### src/rtl/acrf_pkg.sv
`timescale 1ns/1ps
package acrf_pkg;
  localparam int ACRF_ACC_W       = 64;
  localparam int ACRF_OUT_W       = 32;
  localparam int ACRF_HALF_W      = 16;
  localparam int ACRF_HALF_DROP   = 24;
  localparam int ACRF_WIDE_DROP   = 8;

  typedef enum logic [1:0] {
    ACRF_FRAC     = 2'd0,
    ACRF_SINT     = 2'd1,
    ACRF_UINT     = 2'd2,
    ACRF_UINT_ALT = 2'd3
  } acrf_mode_e;
endpackage

### src/rtl/acrf_conv_round.sv
`timescale 1ns/1ps
// Drops DROP low bits and rounds half-to-even; one extra output bit keeps the carry.
module acrf_conv_round #(
  parameter int IN_W = 40,
  parameter int DROP = 24
) (
  input  logic [IN_W-1:0]    val_i,
  input  logic               rnd_en_i,
  output logic [IN_W-DROP:0] rnd_o
);
  localparam int KEEP_W = IN_W - DROP;
  localparam logic [DROP-1:0] HALF = {1'b1, {(DROP-1){1'b0}}};

  logic [KEEP_W-1:0] kept;
  logic [DROP-1:0]   rem;
  logic              bump;

  always_comb begin
    kept  = val_i[IN_W-1:DROP];
    rem   = val_i[DROP-1:0];
    bump  = rnd_en_i && ((rem > HALF) || ((rem == HALF) && kept[0]));
    rnd_o = {1'b0, kept} + {{KEEP_W{1'b0}}, bump};
  end
endmodule

### src/rtl/acrf_range_clamp.sv
`timescale 1ns/1ps
// Passes the low OUT_W bits, or the largest positive OUT_W value when clamping is on and the input does not fit.
module acrf_range_clamp #(
  parameter int IN_W  = 17,
  parameter int OUT_W = 16
) (
  input  logic [IN_W-1:0]  val_i,
  input  logic             sat_en_i,
  output logic [OUT_W-1:0] res_o
);
  localparam logic [OUT_W-1:0] POS_MAX = {1'b0, {(OUT_W-1){1'b1}}};

  logic fits;

  always_comb begin
    fits  = ~|val_i[IN_W-1:OUT_W];
    res_o = (sat_en_i && !fits) ? POS_MAX : val_i[OUT_W-1:0];
  end
endmodule

### src/rtl/acrf_frac_path.sv
`timescale 1ns/1ps
module acrf_frac_path
  import acrf_pkg::*;
#(
  parameter int ACC_W     = ACRF_ACC_W,
  parameter int OUT_W     = ACRF_OUT_W,
  parameter int HALF_W    = ACRF_HALF_W,
  parameter int HALF_DROP = ACRF_HALF_DROP,
  parameter int WIDE_DROP = ACRF_WIDE_DROP
) (
  input  logic [ACC_W-1:0] acc_i,
  input  logic             half_i,
  input  logic             rnd_en_i,
  input  logic             sat_en_i,
  output logic [OUT_W-1:0] res_o
);
  localparam int HALF_IN_W = HALF_W + HALF_DROP;
  localparam int WIDE_KEEP = ACC_W - WIDE_DROP;

  logic [HALF_W:0]    rnd_half;
  logic [HALF_W-1:0]  res_half;
  logic [WIDE_KEEP:0] rnd_wide;
  logic [OUT_W-1:0]   res_wide;

  // Half-width view always rounds.
  acrf_conv_round #(.IN_W(HALF_IN_W), .DROP(HALF_DROP)) u_rnd_half (
    .val_i    (acc_i[HALF_IN_W-1:0]),
    .rnd_en_i (1'b1),
    .rnd_o    (rnd_half)
  );

  acrf_range_clamp #(.IN_W(HALF_W+1), .OUT_W(HALF_W)) u_clamp_half (
    .val_i    (rnd_half),
    .sat_en_i (sat_en_i),
    .res_o    (res_half)
  );

  acrf_conv_round #(.IN_W(ACC_W), .DROP(WIDE_DROP)) u_rnd_wide (
    .val_i    (acc_i),
    .rnd_en_i (rnd_en_i),
    .rnd_o    (rnd_wide)
  );

  acrf_range_clamp #(.IN_W(WIDE_KEEP+1), .OUT_W(OUT_W)) u_clamp_wide (
    .val_i    (rnd_wide),
    .sat_en_i (sat_en_i),
    .res_o    (res_wide)
  );

  always_comb begin
    res_o = half_i ? {{(OUT_W-HALF_W){1'b0}}, res_half} : res_wide;
  end
endmodule

### src/rtl/acrf_int_clamp.sv
`timescale 1ns/1ps
module acrf_int_clamp
  import acrf_pkg::*;
#(
  parameter int ACC_W = ACRF_ACC_W,
  parameter int OUT_W = ACRF_OUT_W
) (
  input  logic [ACC_W-1:0] acc_i,
  output logic [OUT_W-1:0] sint_o,
  output logic [OUT_W-1:0] uint_o
);
  localparam logic [OUT_W-1:0] POS_MAX = {1'b0, {(OUT_W-1){1'b1}}};
  localparam logic [OUT_W-1:0] NEG_MIN = {1'b1, {(OUT_W-1){1'b0}}};

  logic [ACC_W-OUT_W:0] sign_span;
  logic                 s_fits;
  logic                 u_fits;

  always_comb begin
    sign_span = acc_i[ACC_W-1:OUT_W-1];
    s_fits    = (&sign_span) | ~(|sign_span);
    u_fits    = ~|acc_i[ACC_W-1:OUT_W];
    sint_o    = s_fits ? acc_i[OUT_W-1:0] : (acc_i[ACC_W-1] ? NEG_MIN : POS_MAX);
    uint_o    = u_fits ? acc_i[OUT_W-1:0] : {OUT_W{1'b1}};
  end
endmodule

### src/rtl/acc_readout_fmt.sv
`timescale 1ns/1ps
module acc_readout_fmt
  import acrf_pkg::*;
#(
  parameter int ACC_W     = ACRF_ACC_W,
  parameter int OUT_W     = ACRF_OUT_W,
  parameter int HALF_W    = ACRF_HALF_W,
  parameter int HALF_DROP = ACRF_HALF_DROP,
  parameter int WIDE_DROP = ACRF_WIDE_DROP
) (
  input  logic             clk,
  input  logic             rst_n,
  input  logic             rd_stb,
  input  logic [1:0]       rd_mode,
  input  logic             frac_half,
  input  logic             frac_round,
  input  logic             frac_sat,
  input  logic [ACC_W-1:0] acc_in,
  output logic [OUT_W-1:0] rd_data
);
  acrf_mode_e       mode_e;
  logic [OUT_W-1:0] frac_res;
  logic [OUT_W-1:0] sint_res;
  logic [OUT_W-1:0] uint_res;
  logic [OUT_W-1:0] next_res;

  acrf_frac_path #(
    .ACC_W(ACC_W), .OUT_W(OUT_W), .HALF_W(HALF_W),
    .HALF_DROP(HALF_DROP), .WIDE_DROP(WIDE_DROP)
  ) u_frac (
    .acc_i    (acc_in),
    .half_i   (frac_half),
    .rnd_en_i (frac_round),
    .sat_en_i (frac_sat),
    .res_o    (frac_res)
  );

  acrf_int_clamp #(.ACC_W(ACC_W), .OUT_W(OUT_W)) u_int (
    .acc_i  (acc_in),
    .sint_o (sint_res),
    .uint_o (uint_res)
  );

  always_comb begin
    mode_e = acrf_mode_e'(rd_mode);
    case (mode_e)
      ACRF_FRAC: next_res = frac_res;
      ACRF_SINT: next_res = sint_res;
      default:   next_res = uint_res;
    endcase
  end

  always_ff @(posedge clk or negedge rst_n) begin
    if (!rst_n)      rd_data <= '0;
    else if (rd_stb) rd_data <= next_res;
  end


  hold_no_stb_chk: assert property (@(posedge clk) disable iff (!rst_n)
    !rd_stb |=> $stable(rd_data));


  half_upper_zero_chk: assert property (@(posedge clk) disable iff (!rst_n)
    (rd_stb && rd_mode == 2'd0 && frac_half) |=> (rd_data[OUT_W-1:HALF_W] == '0));


  signed_neg_keeps_sign_chk: assert property (@(posedge clk) disable iff (!rst_n)
    (rd_stb && rd_mode == 2'd1 && acc_in[ACC_W-1]) |=> rd_data[OUT_W-1]);


  unsigned_over_all_ones_chk: assert property (@(posedge clk) disable iff (!rst_n)
    (rd_stb && rd_mode[1] && (|acc_in[ACC_W-1:OUT_W])) |=> (&rd_data));
endmodule

### config.mk
export PLATFORM = sky130hd
export DESIGN_NAME = acc_readout_fmt
export DESIGN_NICKNAME = d
export VERILOG_FILES = /design/src/rtl/acrf_pkg.sv /design/src/rtl/acrf_conv_round.sv /design/src/rtl/acrf_range_clamp.sv /design/src/rtl/acrf_frac_path.sv /design/src/rtl/acrf_int_clamp.sv /design/src/rtl/acc_readout_fmt.sv
export SDC_FILE = /design/constraint.sdc
export NUM_CORES = 1
export LEC_CHECK = 0
export ABC_CLOCK_PERIOD_IN_PS = 1800
export BUFFER_PORTS_ARGS = -buffer_cell sky130_fd_sc_hd__buf_2
export CAP_MARGIN = 20
export CORE_ASPECT_RATIO = 1.75
export CORE_UTILIZATION = 55
export CTS_CLUSTER_SIZE = 30
export DETAILED_ROUTE_END_ITERATION = 10
export PLACE_DENSITY = 0.79
export SYNTH_ARGS = -nofsm -noshare
export SYNTH_HDL_FRONTEND = slang
export SYNTH_HIERARCHICAL = 1
export SYNTH_SLANG_ARGS = --single-unit
### constraint.sdc
create_clock -name clk -period 1.8 [get_ports clk]
set_clock_uncertainty 0.1 [all_clocks]
set_input_delay 0 -clock clk [delete_from_list [all_inputs] [get_ports clk]]
set_output_delay 0 -clock clk [all_outputs]
set_load 0.02 [all_outputs]
==> run metrics <==
status finished, violations left; failing checks negative setup slack; min-delay src rd_stb; Layout area overhead 42.05%; TritonCTS clock tree yes; DRC errors left 0; total CTS buffers 5; io pins 104; Critical Path Start Type primary input; die area about 0.011 mm2; syn_nets 790; PortBufs 103; Detail Placement HPWL 17400 um; Total Wirelength 29570 um; layout cells sized above 1 0.4632; vias in the first global route 7681; antenna violations before repair 4; top-area cell type share of the netlist area 0.1361; critical path required time about 1.9 ns; final layout net count 1028; Static Leakage 3.737 nW; Synth Register Bits 32; Crit path arrival time 3.63 ns; post-route minimum period between 3 and 4 ns; Peak VDD IR 0.0009546 V; Syn. warnings 6; Multi-input gate area about 0.0049 mm2; reg2reg start rd_data[15]; Die Wd 80.20 um; Setup violations, final 32; DR vias/cell 7.320; Filler cells between 600 and 700; Final ANT Viol Nets 0; deepest clock path buffer count 2; CP Max Fanout 8; clk slew on worst S/H paths around 0.090 ns; total global routing overflow 0; Setup WS post-layout -1.755 ns; DR iter-0 viols 1460; CP max stage delay 0.51 ns; Routed WL per cell roughly 27 um; largest cells by area after synthesis dfrtp_1, nor4_2, nand2b_1; final hold slack 0.06872 ns; Reg area about 800 um2; Top delay family on crit path simple AND/OR/NAND/NOR gates; RSZ-0062 raised after global routing yes; Worst Path Buf+Inv 4; Util after Layout 0.8069; Post-synth EDFFs 0; drt pass-1 iters 7; CP startpoint acc_in[5]; flop-to-flop setup slack 0.81 ns; crit path capture type flip-flop; Syn Inst Count 713; Slew Limit Fails 0; CP max stage cell or4_4; total number of vias 7906; Core Box Area 0.01036 mm2; relative slew slack 0.3684; first-pass GRT wire length 44730 um; max FFs per register 32; fin crit share 1.975; GP Congestion 1.036; # rows 49; Async SR Flop Fraction 1.000; cell accounting for the most synthesized area dfrtp_1; Netlist cell types 51; Clock Tree Root clkbuf_16; CP Class in -> reg; Max Fclk 0.2813 GHz; Max-Cap Viols 0; Slew @ Worst Pin 0.9387 ns; Largest regs rd_data (32); most frequent cells in the layout buf_4, buf_2, nand2b_1; Power Density 418.9 mW/mm2; die span in y 138.8 um; final hold violation count 0; largest net degree at the start of global routing 54; H-tree levels 2; Post-Syn Area a little under 0.006 mm2; Hold/Removal Path Class in -> reg; Seq/Total Area, Yosys 0.1361; GR Util All Layers 0.5367; Top FF cell, synth dfrtp_1; commonest non-fill, non-tap cell in the layout buf_4; Most flops, register rd_data; Clock Latency Late Sink approximately 0.32 ns; critical-path cell list buf_6 -> nor4_4 -> a21oi_2 -> ha_2 -> nand2_2 -> or3_4 -> nor3_4 -> buf_6 -> nand4_1 -> xnor2_1 -> or4_4 -> buf_12 -> buf_16 -> nor4_4 -> a21oi_1 -> mux2_2 -> mux2i_2 -> o211ai_2; clock sinks 32; Initial Utilization 0.5680; syn avg cell area 8.255 um2
[logic make-up (layout without fill, tap and decap cells)]
kind of cell	Yosys count	after routing	synth area share
compound gates	115	115	0.1637
xor+xnor	69	69	0.1027
fa+ha+maj	5	5	0.01063
buf+inv	68	307	0.09247
flops	32	32	0.1361
mux	48	48	0.08503
other cells	1	2	0.0006371
simple gates	375	375	0.4088
[metal layers]
metal  part of all wire  routed length (um)  vias up  global-route usage
met5            0.00078                  23        -                   0
met2               0.44               12910      858              0.8318
met3               0.13                3833      401              0.2197
met4               0.13                3943        4              0.4549
met1               0.30                8859     3547              0.5470
li1                   -                   -     3096                   -
[worst min-delay path, delay by kind of cell]
family                 cells  cell delay [ns]
AOI/OAI and AO/OA          1             0.09
buffers and inverters      1             0.19
and+or+nand+nor            1             0.13
[path summary, 6_finish.rpt]
check	to	cells after the start
max in group asynchronous	rd_data[0]	2
hold reg to reg	rd_data[19]	2
setup / recovery	rd_data[15]	18
min in group asynchronous	rd_data[15]	2
setup reg to reg	rd_data[15]	2
hold / removal	rd_data[20]	3
[final cells by class]
| type | count | share of cell area |
|---|---|---|
| clock buffer | 8 | 0.01751 |
| antenna | 1 | 0.0002993 |
| tap | 127 | 0.01901 |
| multi-input combinational | 613 | 0.5910 |
| sequential | 32 | 0.09578 |
| inverter | 10 | 0.004490 |
| timing repair buffer | 289 | 0.2719 |
[cell usage after synthesis, types with 2 or more instances]
cell type and n:
nand2b_1 64, buf_4 11, nand4_2 3, or4_4 4, nor4_1 22, nand2_1 34
and4_1 12, and3_2 2, and4_2 2, buf_8 3, ha_1 5, or3_1 2
or4_1 4, nor2_1 50, nand3_1 61, inv_1 10, buf_2 7, xor2_1 31
mux2i_1 32, a21oi_1 32, clkbuf_1 14, a21o_2 7, buf_6 18, o211ai_2 30
nor3_1 18, buf_12 4, nor4_4 2, a21o_1 39, o211ai_1 2, xnor2_1 38
dfrtp_1 32, nor4_2 35, nand4_1 24, nor2b_1 17, and2_1 5, mux2_2 16
and3_1 7
[power breakdown]
part / internal [mW] / switching, mW / leakage, nW
registers: 0.801 / 0.0578 / 0.372
clock network: 0.556 / 0.434 / 0.0712
logic: 0.687 / 0.966 / 3.29
total: 2.04 / 1.46 / 3.74
[stage by stage]
stage | setup slack, ns | cell area [um2] | total power [mW] | cells | TNS (ns)
2_1_floorplan | -1.374 | 6010 | 1.622 | 713 | -40.48
3_3_place_gp | -1.746 | 7562 | 2.212 | 1057 | -52.01
3_5_place_dp | -1.860 | 7562 | 2.254 | 1057 | -55.89
4_1_cts | -1.391 | 8269 | 3.249 | 1077 | -43.33
5_1_grt | -1.947 | 8361 | 3.598 | 1080 | -50.82
6_report | -1.755 | 8361 | 3.503 | 1080 | -47.89
[repair_timing]
action	in CTS	in global routing
pin swaps	53	1
endpoints found under the hold margin	32	0
gates resized for setup	75	10
gates cloned	4	1
buffers inserted	7	1
hold buffers	1	0
setup endpoints to repair	32	32
(Power assumes the default switching activity.)
